### config.mk
export PLATFORM = sky130hd
export DESIGN_NAME = smb_regport
export DESIGN_NICKNAME = d
export VERILOG_FILES = /design/src/rtl/smb_regport_pkg.sv /design/src/rtl/smb_line_sync.sv /design/src/rtl/smb_cond_det.sv /design/src/rtl/smb_idle_timer.sv /design/src/rtl/smb_regport.sv
export SDC_FILE = /design/constraint.sdc
export NUM_CORES = 1
export LEC_CHECK = 0
export ABC_AREA = 1
export BUFFER_PORTS_ARGS = -buffer_cell sky130_fd_sc_hd__buf_2
export CORE_UTILIZATION = 44
export DETAILED_ROUTE_END_ITERATION = 8
export PLACE_DENSITY = 0.61
export SETUP_SLACK_MARGIN = 0.5
export SYNTH_ARGS = -nofsm -noshare
export SYNTH_HDL_FRONTEND = slang
export SYNTH_SLANG_ARGS = --single-unit
### constraint.sdc
create_clock -name clk -period 2.2 [get_ports clk]
set_input_delay 0.33 -clock clk [delete_from_list [all_inputs] [get_ports clk]]
set_output_delay 0.33 -clock clk [all_outputs]
set_load 0.01 [all_outputs]
### src/rtl/smb_regport_pkg.sv
package smb_regport_pkg;
  typedef enum logic [2:0] {
    ST_IDLE,
    ST_ADDR,
    ST_ACK_ADDR,
    ST_RX,
    ST_ACK_RX,
    ST_TX,
    ST_TX_ACK
  } smb_state_e;
endpackage

### src/rtl/smb_line_sync.sv
module smb_line_sync #(
  parameter int LINES  = 2,
  parameter int STAGES = 2
) (
  input  logic             clk,
  input  logic             rst,
  input  logic [LINES-1:0] din,
  output logic [LINES-1:0] dout
);
  genvar g;
  generate
    for (g = 0; g < LINES; g++) begin : g_line
      logic [STAGES-1:0] pipe_q;
      always_ff @(posedge clk) begin
        if (rst) pipe_q <= '1;
        else     pipe_q <= {pipe_q[STAGES-2:0], din[g]};
      end
      assign dout[g] = pipe_q[STAGES-1];
    end
  endgenerate
endmodule

### src/rtl/smb_cond_det.sv
module smb_cond_det (
  input  logic clk,
  input  logic rst,
  input  logic scl_s,
  input  logic sda_s,
  output logic scl_rise,
  output logic scl_fall,
  output logic start_det,
  output logic stop_det
);
  logic scl_d, sda_d;
  always_ff @(posedge clk) begin
    if (rst) begin
      scl_d <= 1'b1;
      sda_d <= 1'b1;
    end else begin
      scl_d <= scl_s;
      sda_d <= sda_s;
    end
  end
  assign scl_rise  = ~scl_d & scl_s;
  assign scl_fall  = scl_d & ~scl_s;
  assign start_det = scl_d & scl_s & sda_d & ~sda_s;
  assign stop_det  = scl_d & scl_s & ~sda_d & sda_s;
endmodule

### src/rtl/smb_idle_timer.sv
module smb_idle_timer #(
  parameter int LIMIT = 1000
) (
  input  logic clk,
  input  logic rst,
  input  logic active,
  input  logic activity,
  input  logic enable,
  output logic fire
);
  localparam int CW = $clog2(LIMIT + 1);
  localparam logic [CW-1:0] LIM = CW'(LIMIT);
  logic [CW-1:0] cnt_q;
  always_ff @(posedge clk) begin
    if (rst || !active || activity) cnt_q <= '0;
    else if (cnt_q != LIM)          cnt_q <= cnt_q + 1'b1;
  end
  assign fire = enable && active && (cnt_q == LIM);
endmodule

### src/rtl/smb_regport.sv
module smb_regport
  import smb_regport_pkg::*;
#(
  parameter int          CLK_HZ     = 50_000_000,
  parameter int          TIMEOUT_MS = 35,
  parameter int          AW         = 8,
  parameter int          DW         = 8,
  parameter logic [6:0]  DEV_ADDR   = 7'h2E,
  parameter logic [6:0]  ARA_ADDR   = 7'h0C,
  parameter logic [AW-1:0] CFG_ADDR = 8'h40,
  parameter int          TODIS_BIT  = 6,
  parameter int          LOCK_BIT   = 1,
  parameter logic [AW-1:0] PROT_LO  = 8'h40,
  parameter logic [AW-1:0] PROT_HI  = 8'h7F
) (
  input  logic          clk,
  input  logic          rst,
  input  logic          scl_i,
  input  logic          sda_i,
  input  logic          alert_req,
  output logic          sda_pull,
  output logic [AW-1:0] reg_rd_addr,
  input  logic [DW-1:0] reg_rd_data,
  output logic          reg_wr_en,
  output logic [AW-1:0] reg_wr_addr,
  output logic [DW-1:0] reg_wr_data
);
  localparam int TMO_CYC = (CLK_HZ / 1000) * TIMEOUT_MS;

  logic [1:0] lines_s;
  logic scl_s, sda_s, scl_rise, scl_fall, start_det, stop_det, tmo_fire;

  smb_line_sync #(.LINES(2), .STAGES(2)) u_sync (
    .clk(clk), .rst(rst), .din({scl_i, sda_i}), .dout(lines_s));
  assign scl_s = lines_s[1];
  assign sda_s = lines_s[0];

  smb_cond_det u_det (
    .clk(clk), .rst(rst), .scl_s(scl_s), .sda_s(sda_s),
    .scl_rise(scl_rise), .scl_fall(scl_fall),
    .start_det(start_det), .stop_det(stop_det));

  smb_state_e    state_q;
  logic [3:0]    nbits_q;
  logic [7:0]    shreg_q;
  logic          rw_q, ara_q, first_q, ack_seen_q;
  logic [AW-1:0] ptr_q;
  logic          lock_q, tmo_dis_q;
  logic          pull_q;
  logic          wr_en_q;
  logic [AW-1:0] wr_addr_q;
  logic [DW-1:0] wr_data_q;
  logic          in_idle;

  assign in_idle = (state_q == ST_IDLE);

  smb_idle_timer #(.LIMIT(TMO_CYC)) u_tmo (
    .clk(clk), .rst(rst), .active(!in_idle),
    .activity(scl_rise | scl_fall | start_det),
    .enable(!tmo_dis_q), .fire(tmo_fire));

  logic [7:0] tx_byte;
  logic       dev_hit, ara_hit, ptr_prot;
  assign tx_byte  = ara_q ? {DEV_ADDR, 1'b0} : reg_rd_data;
  assign dev_hit  = (shreg_q[7:1] == DEV_ADDR);
  assign ara_hit  = (shreg_q[7:1] == ARA_ADDR) && shreg_q[0] && alert_req;
  assign ptr_prot = (ptr_q >= PROT_LO) && (ptr_q <= PROT_HI);

  always_ff @(posedge clk) begin
    if (rst) begin
      state_q    <= ST_IDLE;
      nbits_q    <= '0;
      shreg_q    <= '0;
      rw_q       <= 1'b0;
      ara_q      <= 1'b0;
      first_q    <= 1'b0;
      ack_seen_q <= 1'b0;
      ptr_q      <= '0;
      lock_q     <= 1'b0;
      tmo_dis_q  <= 1'b0;
      pull_q     <= 1'b0;
      wr_en_q    <= 1'b0;
      wr_addr_q  <= '0;
      wr_data_q  <= '0;
    end else begin
      wr_en_q <= 1'b0;
      if (stop_det || tmo_fire) begin
        state_q <= ST_IDLE;
        pull_q  <= 1'b0;
      end else if (start_det) begin
        state_q <= ST_ADDR;
        nbits_q <= '0;
        pull_q  <= 1'b0;
      end else begin
        case (state_q)
          ST_ADDR: begin
            if (scl_rise) begin
              shreg_q <= {shreg_q[6:0], sda_s};
              nbits_q <= nbits_q + 1'b1;
            end else if (scl_fall && nbits_q == 4'd8) begin
              if (dev_hit || ara_hit) begin
                pull_q  <= 1'b1;
                rw_q    <= shreg_q[0];
                ara_q   <= ara_hit && !dev_hit;
                state_q <= ST_ACK_ADDR;
              end else begin
                state_q <= ST_IDLE;
              end
            end
          end
          ST_ACK_ADDR: begin
            if (scl_fall) begin
              if (rw_q) begin
                pull_q  <= ~tx_byte[7];
                shreg_q <= {tx_byte[6:0], 1'b0};
                nbits_q <= 4'd1;
                state_q <= ST_TX;
              end else begin
                pull_q  <= 1'b0;
                nbits_q <= '0;
                first_q <= 1'b1;
                state_q <= ST_RX;
              end
            end
          end
          ST_RX: begin
            if (scl_rise) begin
              shreg_q <= {shreg_q[6:0], sda_s};
              nbits_q <= nbits_q + 1'b1;
            end else if (scl_fall && nbits_q == 4'd8) begin
              pull_q  <= 1'b1;
              state_q <= ST_ACK_RX;
              if (first_q) begin
                ptr_q   <= shreg_q;
                first_q <= 1'b0;
              end else if (!(lock_q && ptr_prot)) begin
                wr_en_q   <= 1'b1;
                wr_addr_q <= ptr_q;
                wr_data_q <= shreg_q;
                if (ptr_q == CFG_ADDR) begin
                  tmo_dis_q <= shreg_q[TODIS_BIT];
                  if (shreg_q[LOCK_BIT]) lock_q <= 1'b1;
                end
              end
            end
          end
          ST_ACK_RX: begin
            if (scl_fall) begin
              pull_q  <= 1'b0;
              nbits_q <= '0;
              state_q <= ST_RX;
            end
          end
          ST_TX: begin
            if (scl_fall) begin
              if (nbits_q == 4'd8) begin
                pull_q  <= 1'b0;
                state_q <= ST_TX_ACK;
              end else begin
                pull_q  <= ~shreg_q[7];
                shreg_q <= {shreg_q[6:0], 1'b0};
                nbits_q <= nbits_q + 1'b1;
              end
            end
          end
          ST_TX_ACK: begin
            if (scl_rise) begin
              ack_seen_q <= ~sda_s;
            end else if (scl_fall) begin
              if (ack_seen_q) begin
                pull_q  <= ~tx_byte[7];
                shreg_q <= {tx_byte[6:0], 1'b0};
                nbits_q <= 4'd1;
                state_q <= ST_TX;
              end else begin
                pull_q  <= 1'b0;
                state_q <= ST_IDLE;
              end
            end
          end
          default: ;
        endcase
      end
    end
  end

  assign sda_pull    = pull_q;
  assign reg_rd_addr = ptr_q;
  assign reg_wr_en   = wr_en_q;
  assign reg_wr_addr = wr_addr_q;
  assign reg_wr_data = wr_data_q;
endmodule

After elaboration in Yosys (flattened, before gate mapping) --
Index checks and enable logic that the tools add are counted. Widths: inputs -> output; s select.
Word-level totals: register bits 74, output and inout port bits 26
Operators by class: muxes and demuxes 56, magnitude comparators 2, eq/ne operators 41, reductions and logical operators 37, bitwise operators 22, $add $sub $neg 2
Operators by type and width (number):
- $mux 8 | 9
- $reduce_and 11->1 | 4
- $mux 3 | 12
- $mux 4 | 9
- $ne 3x3->1 const B | 12
- $pmux 8 s4 | 1
- $ne 2x2->1 const B | 15
- $add 21x1->21 const B | 1
- $eq 21x21->1 const B | 1
- $ne 21x21->1 const B | 1
- $mux 1 | 20
- $pmux 4 s5 | 1
- $pmux 3 s6 | 1
- $reduce_and 7->1 | 2
- $not 1->1 | 13
- $reduce_and 6->1 | 2
- $reduce_bool 6->1 | 2
- $reduce_and 10->1 | 1
- $eq 3x3->1 const B | 3
- $reduce_and 9->1 | 1
- $eq 8x7->1 const B | 1
- $ge 8x7->1 const B | 1
- $le 8x7->1 const B | 1
- $logic_and 1x1->1 | 8
- other kinds (24) | 38

Depth between registers and ports, before layout --
Gate-level depths: netlist of run 1.
depth in word-level cells 9, depth in mapped cells 13, depth with buffers taken out 13

Hierarchy --
From an unflattened synthesis of run 1, not the netlist that was laid out.
Second synthesis, totals: cell total of the unflattened synthesis 614, area, all modules 3991.3 µm²
Modules (own cells, without submodules):
- smb_regport | cells an instance 389, area an instance 2522.4 µm², instances 1, seq. area each 940.9 µm²
- smb_idle_timer | cells an instance 194, area an instance 1244.9 µm², instances 1, seq. area each 420.4 µm²
- smb_line_sync | cells an instance 15, area an instance 131.4 µm², instances 1, seq. area each 80.1 µm²
- smb_cond_det | cells an instance 16, area an instance 92.6 µm², instances 1, seq. area each 40.0 µm²

Worst setup path before layout of run 1 --
OpenSTA, ideal clock, no wires.
path type reg2reg, start register nbits_q[0], end register wr_data_q[7] (netlist: reg_wr_data[7]), data required time 2.072 ns, setup time 0.128 ns, cell stages (with the launch flop) 13, period minus slack after synthesis 1.637 ns, path buffers 1, arrival 1.508 ns, setup slack 0.563 ns, path through dfxtp_1 > inv_1 > ha_1 > nand2_1 > nor2_1 > nand2_1 > inv_1 > nand2_1 > nor2_1 > nand3_1 > buf_2 > o21ai_0 > a21oi_1
On the way: word-level cells in the longest chain between the ends 3
Ends and longest elaborated chain:
- start, declared | line smb_regport.sv:44 | logic [3:0] nbits_q;
- start signal, assigned | line smb_regport.sv:99 | nbits_q <= nbits_q + 1'b1;
- start signal, assigned | line smb_regport.sv:129 | nbits_q <= nbits_q + 1'b1;
- start signal, assigned | line smb_regport.sv:162 | nbits_q <= nbits_q + 1'b1;
- $eq 4x4->1 | line smb_regport.sv:130 | end else if (scl_fall && nbits_q == 4'd8) begin
- $logic_and 1x1->1 | line smb_regport.sv:130
- $reduce_and 7->1 (no line)
- end signal, assigned | line smb_regport.sv:139 | wr_data_q <= shreg_q;
- end, declared | line smb_regport.sv:52 | logic [DW-1:0] wr_data_q;
No other way between the ends. A chain may end at the register's enable or synchronous reset.

Worst setup path after layout of run 1 --
start register nbits_q[0], end register wr_addr_q[0] (netlist: reg_wr_addr[0])
On the way: word-level cells in the longest chain between the ends 3
Ends and longest elaborated chain:
- $eq 4x4->1 | line smb_regport.sv:130
- $logic_and 1x1->1 | line smb_regport.sv:130
- $reduce_and 7->1 (no line)
- end signal, assigned | line smb_regport.sv:138 | wr_addr_q <= ptr_q;
- end, declared | line smb_regport.sv:51 | logic [AW-1:0] wr_addr_q;
No other way between the ends.

==> results of run 1 <==
==> kinds of logic (layout without fill, tap and decap cells) <==
kind of cell | Yosys count | count (layout) | synth area share [%]
compound gates | 126 | 126 | 17.9
xor+xnor | 1 | 1 | 0.241
fa+ha+maj | 7 | 7 | 2.41
buf+inv | 103 | 180 | 11.2
flops | 74 | 74 | 40.8
simple gates | 225 | 226 | 27.5
==> what timing repair did <==
item | in CTS | in global routing
gates cloned | 4 | 2
buffers inserted | 13 | 10
setup endpoints to repair | 63 | 59
pin swaps | 11 | 19
gates resized for setup | 69 | 67
==> per-layer routing <==
| metal | track usage [%] | vias up | part of all wire, % |
|---|---|---|---|
| li1 | - | 1888 | - |
| met1 | 30.4 | 1692 | 44 |
| met2 | 39.4 | 98 | 49 |
| met3 | 5.50 | 15 | 5.2 |
| met4 | 10.1 | 0 | 1.6 |
| met5 | 0 | - | 0 |
==> synth_stat cells <==
master,count
nand2_1,89
inv_1,85
dfxtp_1,74
nor2_1,71
a21oi_1,56
o21ai_0,53
nand3_1,20
nand4_1,12
nor3_1,10
clkbuf_1,7
ha_1,7
o21ai_1,7
or2_2,5
a31oi_1,4
inv_2,4
nor4_1,4
nand2_2,3
nand3b_1,3
nor3b_1,3
a211oi_1,2
buf_4,2
clkbuf_2,2
nand3_2,2
a21o_1,1
buf_2,1
buf_6,1
clkinv_1,1
nor2_2,1
nor2_4,1
nor3_4,1
o211ai_1,1
o21bai_1,1
o22ai_1,1
xor2_1,1
==> power groups by stage <==
stage / Clock [mW] / Combinational [mW] / Sequential, mW
floorplan: 0 / 0.679 / 1.56
global placement: 0 / 0.877 / 1.61
detailed placement: 0 / 0.874 / 1.62
CTS: 1.02 / 0.963 / 1.60
global route: 1.09 / 1.22 / 1.63
finish: 1.00 / 1.08 / 1.61
==> worst max-delay path: stages (launching register included) <==
cell     delay [ns]
dfxtp_2        0.33
inv_2          0.06
ha_4           0.14
nand2_4        0.05
nor2_4         0.10
nand2_2        0.08
inv_2          0.08
nand2_4        0.07
nor2_4         0.13
nand3_4        0.14
buf_6          0.16
buf_16         0.14
o21ai_2        0.11
a21oi_1        0.05
==> area by class of cell <==
cell class              count  area [um2]  area share (%)
multi-input cells         360        2120            43.8
clock buffers               9         124            2.56
flip-flops and latches     74        1490            30.8
repair buffers             74         573            11.8
clock inverters             7        60.1            1.24
well taps                 102         128            2.64
inverters                  90         344            7.12
==> flip-flops by register name, indices dropped and copies added (netlist names), 3 cells and up <==
signal,count
reg_wr_data,8
state_q,3
u_sync.g_line.pipe_q,4
reg_rd_addr,8
u_tmo.cnt_q,21
shreg_q,8
reg_wr_addr,8
nbits_q,4
==> metrics by stage <==
| step | total power [mW] | instance area (um2) | instances |
|---|---|---|---|
| after floorplan | 2.24 | 3630 | 536 |
| after global placement | 2.49 | 3940 | 671 |
| after detailed placement | 2.50 | 3940 | 671 |
| after CTS | 3.58 | 4510 | 704 |
| after global routing | 3.93 | 4840 | 716 |
| final | 3.69 | 4840 | 716 |
==> worst max path at each step <==
stage,startpoint,end,depth (start not counted)
floorplan,nbits_q[0]$_SDFFE_PP0P_,reg_wr_data[7]$_SDFFE_PP0P_,12
global placement,u_tmo.cnt_q[0]$_SDFFE_PP0P_,ack_seen_q$_SDFFE_PP0P_,10
detailed placement,u_tmo.cnt_q[0]$_SDFFE_PP0P_,ack_seen_q$_SDFFE_PP0P_,11
CTS,nbits_q[1]$_SDFFE_PP0P_,reg_wr_addr[7]$_SDFFE_PP0P_,13
global route,nbits_q[0]$_SDFFE_PP0P_,reg_wr_addr[2]$_SDFFE_PP0P_,13
finish,nbits_q[0]$_SDFFE_PP0P_,reg_wr_addr[0]$_SDFFE_PP0P_,13
==> flow_metrics.tcl, run 1 <==
set metrics [dict create \
    status "finished clean" \
    cts.sinks 74 \
    tightest_slew_ns 0.577 \
    cts_tree "built" \
    ant_nets 0 \
    syn_inst 536 \
    avgSynthCellArea_um2 6.78 \
    wirelength_um 10200 \
    most-common-layout-cells "nand2_1 (79), inv_1 (76), dfxtp_1 (66), nor2_1 (55), a21oi_1 (43)" \
    whs_ns 0.152 \
    grt_pass1_wl_um 16100 \
    p_comb_share_pct 29.2 \
    synthToLayoutAreaGrowth_pct 33.1 \
    rows 32 \
    dr.first_iter.drc_count 161 \
    end_kind "flop" \
    fin_crit_sh_pct 79.7 \
    worstReg2RegStart "nbits_q[0]$_SDFFE_PP0P_" \
    r2r-end "reg_wr_addr[0]$_SDFFE_PP0P_" \
    h-tree-depth 3 \
    grt_max_degree 40 \
    start_util_pct 46.3 \
    firstDrtPassIters 4 \
    startpoint_type "flop" \
    n_antenna_cell 0 \
    vias_per_cell 5.16 \
    synth.distinct_cells 34 \
    swShare_pct 38.2 \
    grt_usage_pct 24.1 \
    ir_worst_vdd_mv 0.505 \
    holdCritStartpoint "scl_i" \
    yosys.area.top_type "dfxtp_1" \
    hold_depth 2 \
    fin_ws_ns 0.447 \
    dieArea_um2 8620 \
    io_pins 39 \
    clock-root-buffer "clkbuf_8" \
    skew_ns 0.0189 \
    maxCapViolCount 0 \
    synth.area.top_cells "dfxtp_1 (41%), nand2_1 (9.2%), inv_1 (8.8%)" \
    leakage_nw 1.91 \
    dp_worst_setup_slack_ns 0.231 \
    slew_violations 0 \
    yosysWarningCount 0 \
    die_y_um 92.9 \
    gp_congestion 1.00 \
    drc_errors 0 \
    period_minus_slack_ns 1.75 \
    worstRegToRegCells 13 \
    hold_path.class "input pin to flop" \
    syn-cell-area_um2 3630 \
    ys_ff_latch 74 \
    r2r_slack_ns 0.45 \
    syn-num-nets 556 \
    coreArea_um2 7850 \
    worstPathArrival_ns 2.02 \
    die_w_um 92.9 \
    power_density_nw_per_um2 762 \
    grt_overflow 0 \
    setup_viol 0 \
    num-nets-final 629 \
    dpl.hpwl_um 6540 \
    intPower_mw 2.28 \
    n_fill_cell 755 \
    vias 3693 \
    hold_viol 0 \
    path_class "flop to flop" \
    final_common_cell "nand2_1" \
    port_buffers 38 \
    clock_path_buffers 2 \
    path_clk_slew_ns 0.10 \
    routedWlPerCell_um 14.2 \
    min_to "u_sync.g_line[1].pipe_q[0]$_SDFF_PP1_" \
    cp_max_fo 8 \
    p_clk_share_pct 27.2 \
    setup_tns_ns 0 \
    max_freq_ghz 0.571 \
    antenna_found_initial 0 \
    synth_top_area_share_pct 40.8 \
    utilization_pct 61.6 \
    seq_area_frac_synth_pct 40.8 \
    cp_data_required_time_ns 2.46 \
    slew_headroom_pct 61.2 \
    p_sw_mw 1.41 \
    seqPwrFrac_pct 43.6 \
    grt_pass1_vias 3420 \
    clkLatencyLatePin_ns 0.36 \
    cts_buffers 9 \
    drive_gt1_share_pct 30.8 \
    hold_buffers 0 \
    rsz0062_at_grt "yes" \
]
(Power assumes the default switching activity.)
==> run 2, diff against run 1 <==
- clock period: 2.2 -> 1.7 ns (I/O delays scaled with it)
==> run 2 against run 1 <==
  * The flow now finishes with violations (setup timing)
  * Clock skew decreased by 0.0054 ns
  * Global-route usage grew 3.4 points
  * Total power rose by 61%
  * Sequential cell count did not move
  * Design area is 26% higher
  * Register-to-register slack got worse by 0.60 ns
  * Die area did not move
  * Routed wire length up 26%
==> flow_metrics.tcl, run 2 (synthesis gave the netlist of run 1 again) <==
set metrics [dict create \
    n_antenna_cell 0 \
    grt_pass1_vias 4069 \
    dieArea_um2 8620 \
    cp_data_required_time_ns 1.99 \
    n_fill_cell 539 \
    fin_crit_sh_pct 109 \
    period_minus_slack_ns 1.86 \
    startpoint_type "flop" \
    holdCritStartpoint "scl_i" \
    rsz0062_at_grt "yes" \
    port_buffers 38 \
    dpl.hpwl_um 7030 \
    ir_worst_vdd_mv 0.848 \
    drive_gt1_share_pct 52.4 \
    grt_max_degree 40 \
    top_usage_layer "met2" \
    startpoint "nbits_q[0]$_SDFFE_PP0P_" \
    h-tree-depth 3 \
    path_clk_slew_ns 0.09 \
    path_class "flop to flop" \
    grt_overflow 0 \
    most-common-layout-cells "buf_4 (71), inv_1 (69), nand2_1 (55), dfxtp_1 (55), buf_2 (38)" \
    r2r_slack_ns -0.16 \
    whs_ns 0.0827 \
    slew_headroom_pct 63.9 \
    wirelength_um 12800 \
    vias_per_cell 5.38 \
    clock-root-buffer "clkbuf_8" \
    fin_ws_ns -0.157 \
    firstDrtPassIters 5 \
    max_freq_ghz 0.539 \
    status "finished, violations left" \
    met3_usage_pct 6.24 \
    tightest_slew_ns 0.541 \
    final_area_um2 6080 \
    num-nets-final 709 \
    cts_tree "built" \
    start_util_pct 46.3 \
    hold_path.class "input pin to flop" \
    setup_viol 33 \
    cts_buffers 9 \
    regMostFlops "u_tmo.cnt_q" \
    cp_max_fo 3 \
    gp_congestion 0.929 \
    grt_use_met1_pct 34.3 \
    maxCapViolCount 0 \
    ant_nets 0 \
    worstPathArrival_ns 2.15 \
    total_power_mw 5.93 \
    rows 32 \
    worstReg2RegStart "nbits_q[0]$_SDFFE_PP0P_" \
    dr.first_iter.drc_count 267 \
    utilization_pct 77.5 \
    routedWlPerCell_um 16.1 \
    io_pins 39 \
    vias 4281 \
    use_met2_pct 46.3 \
    clkLatencyLatePin_ns 0.36 \
    antenna_found_initial 0 \
    drc_errors 0 \
    leakage_nw 2.51 \
    final_common_cell "buf_4" \
    clock_path_buffers 2 \
    grt_usage_pct 27.5 \
    skew_ns 0.0134 \
    slew_violations 0 \
    power_density_nw_per_um2 976 \
    end_kind "flop" \
    place_area_um2 4500 \
    die_y_um 92.9 \
    violations "setup timing" \
    largest_reg_flops 21 \
    synthToLayoutAreaGrowth_pct 67.3 \
    coreArea_um2 7850 \
    hold_viol 0 \
    grt_pass1_wl_um 18800 \
    die_w_um 92.9 \
    cts.sinks 74 \
]
-- run 2: power by group --
group          switching [mW]  leakage, nW  internal, mW
clock network           0.786        0.103         0.710
registers               0.228        0.607          1.89
logic                    1.25         1.79          1.08
total                    2.26         2.51          3.67
-- run 2: final cells by class --
| type | count | area (um2) | share of cell area, % |
|---|---|---|---|
| Timing Repair Buffer | 153 | 1360 | 22.3 |
| Timing Repair inverter | 2 | 16.3 | 0.268 |
| Clock inverter | 7 | 83.8 | 1.38 |
| Sequential cell | 74 | 1520 | 25.0 |
| Inverter | 90 | 372 | 6.11 |
| Clock buffer | 9 | 124 | 2.04 |
| Tap cell | 102 | 128 | 2.10 |
| Multi-Input combinational cell | 359 | 2480 | 40.8 |
-- run 2: routing by layer --
metal,vias up,wire (um),share of wire [%]
li1,2057,-,-
met1,2025,5320,42
met2,162,6340,50
met3,37,791,6.2
met4,0,342,2.7
met5,-,0,0
-- run 2: critical path, cell delays in order (launching register included) --
cell     delay (ns)
dfxtp_2        0.33
inv_2          0.06
ha_4           0.14
nand2_4        0.05
nor2_4         0.13
nand2_2        0.08
inv_2          0.08
nand2_4        0.07
buf_6          0.12
nor2_4         0.08
nand4_1        0.18
nor2_2         0.19
nand2_1        0.09
a21oi_2        0.17
-- run 2: per-stage QoR --
stage	instances	TNS (ns)	worst slack, ns
detailed placement	725	-2.03	-0.118
global route	796	-5.52	-0.231
finish	796	-1.04	-0.157
global placement	725	-1.13	-0.0804
floorplan	536	0	0.116
CTS	780	-0.00592	-0.00367
-- run 2: path summary, 6_finish.rpt --
kind                                                end  depth (start not counted)
setup reg to reg                    lock_q$_SDFFE_PP0P_                         13
setup / recovery                    lock_q$_SDFFE_PP0P_                         13
hold / removal    u_sync.g_line[1].pipe_q[0]$_SDFF_PP1_                          2
hold reg to reg   u_sync.g_line[0].pipe_q[1]$_SDFF_PP1_                          1
-- run 2: what timing repair did --
item | in CTS | in global routing
hold buffers | 0 | 0
pin swaps | 47 | 49
resized for setup | 130 | 114
gates cloned | 5 | 1
setup buffers | 34 | 15
endpoints found under the setup margin | 68 | 75
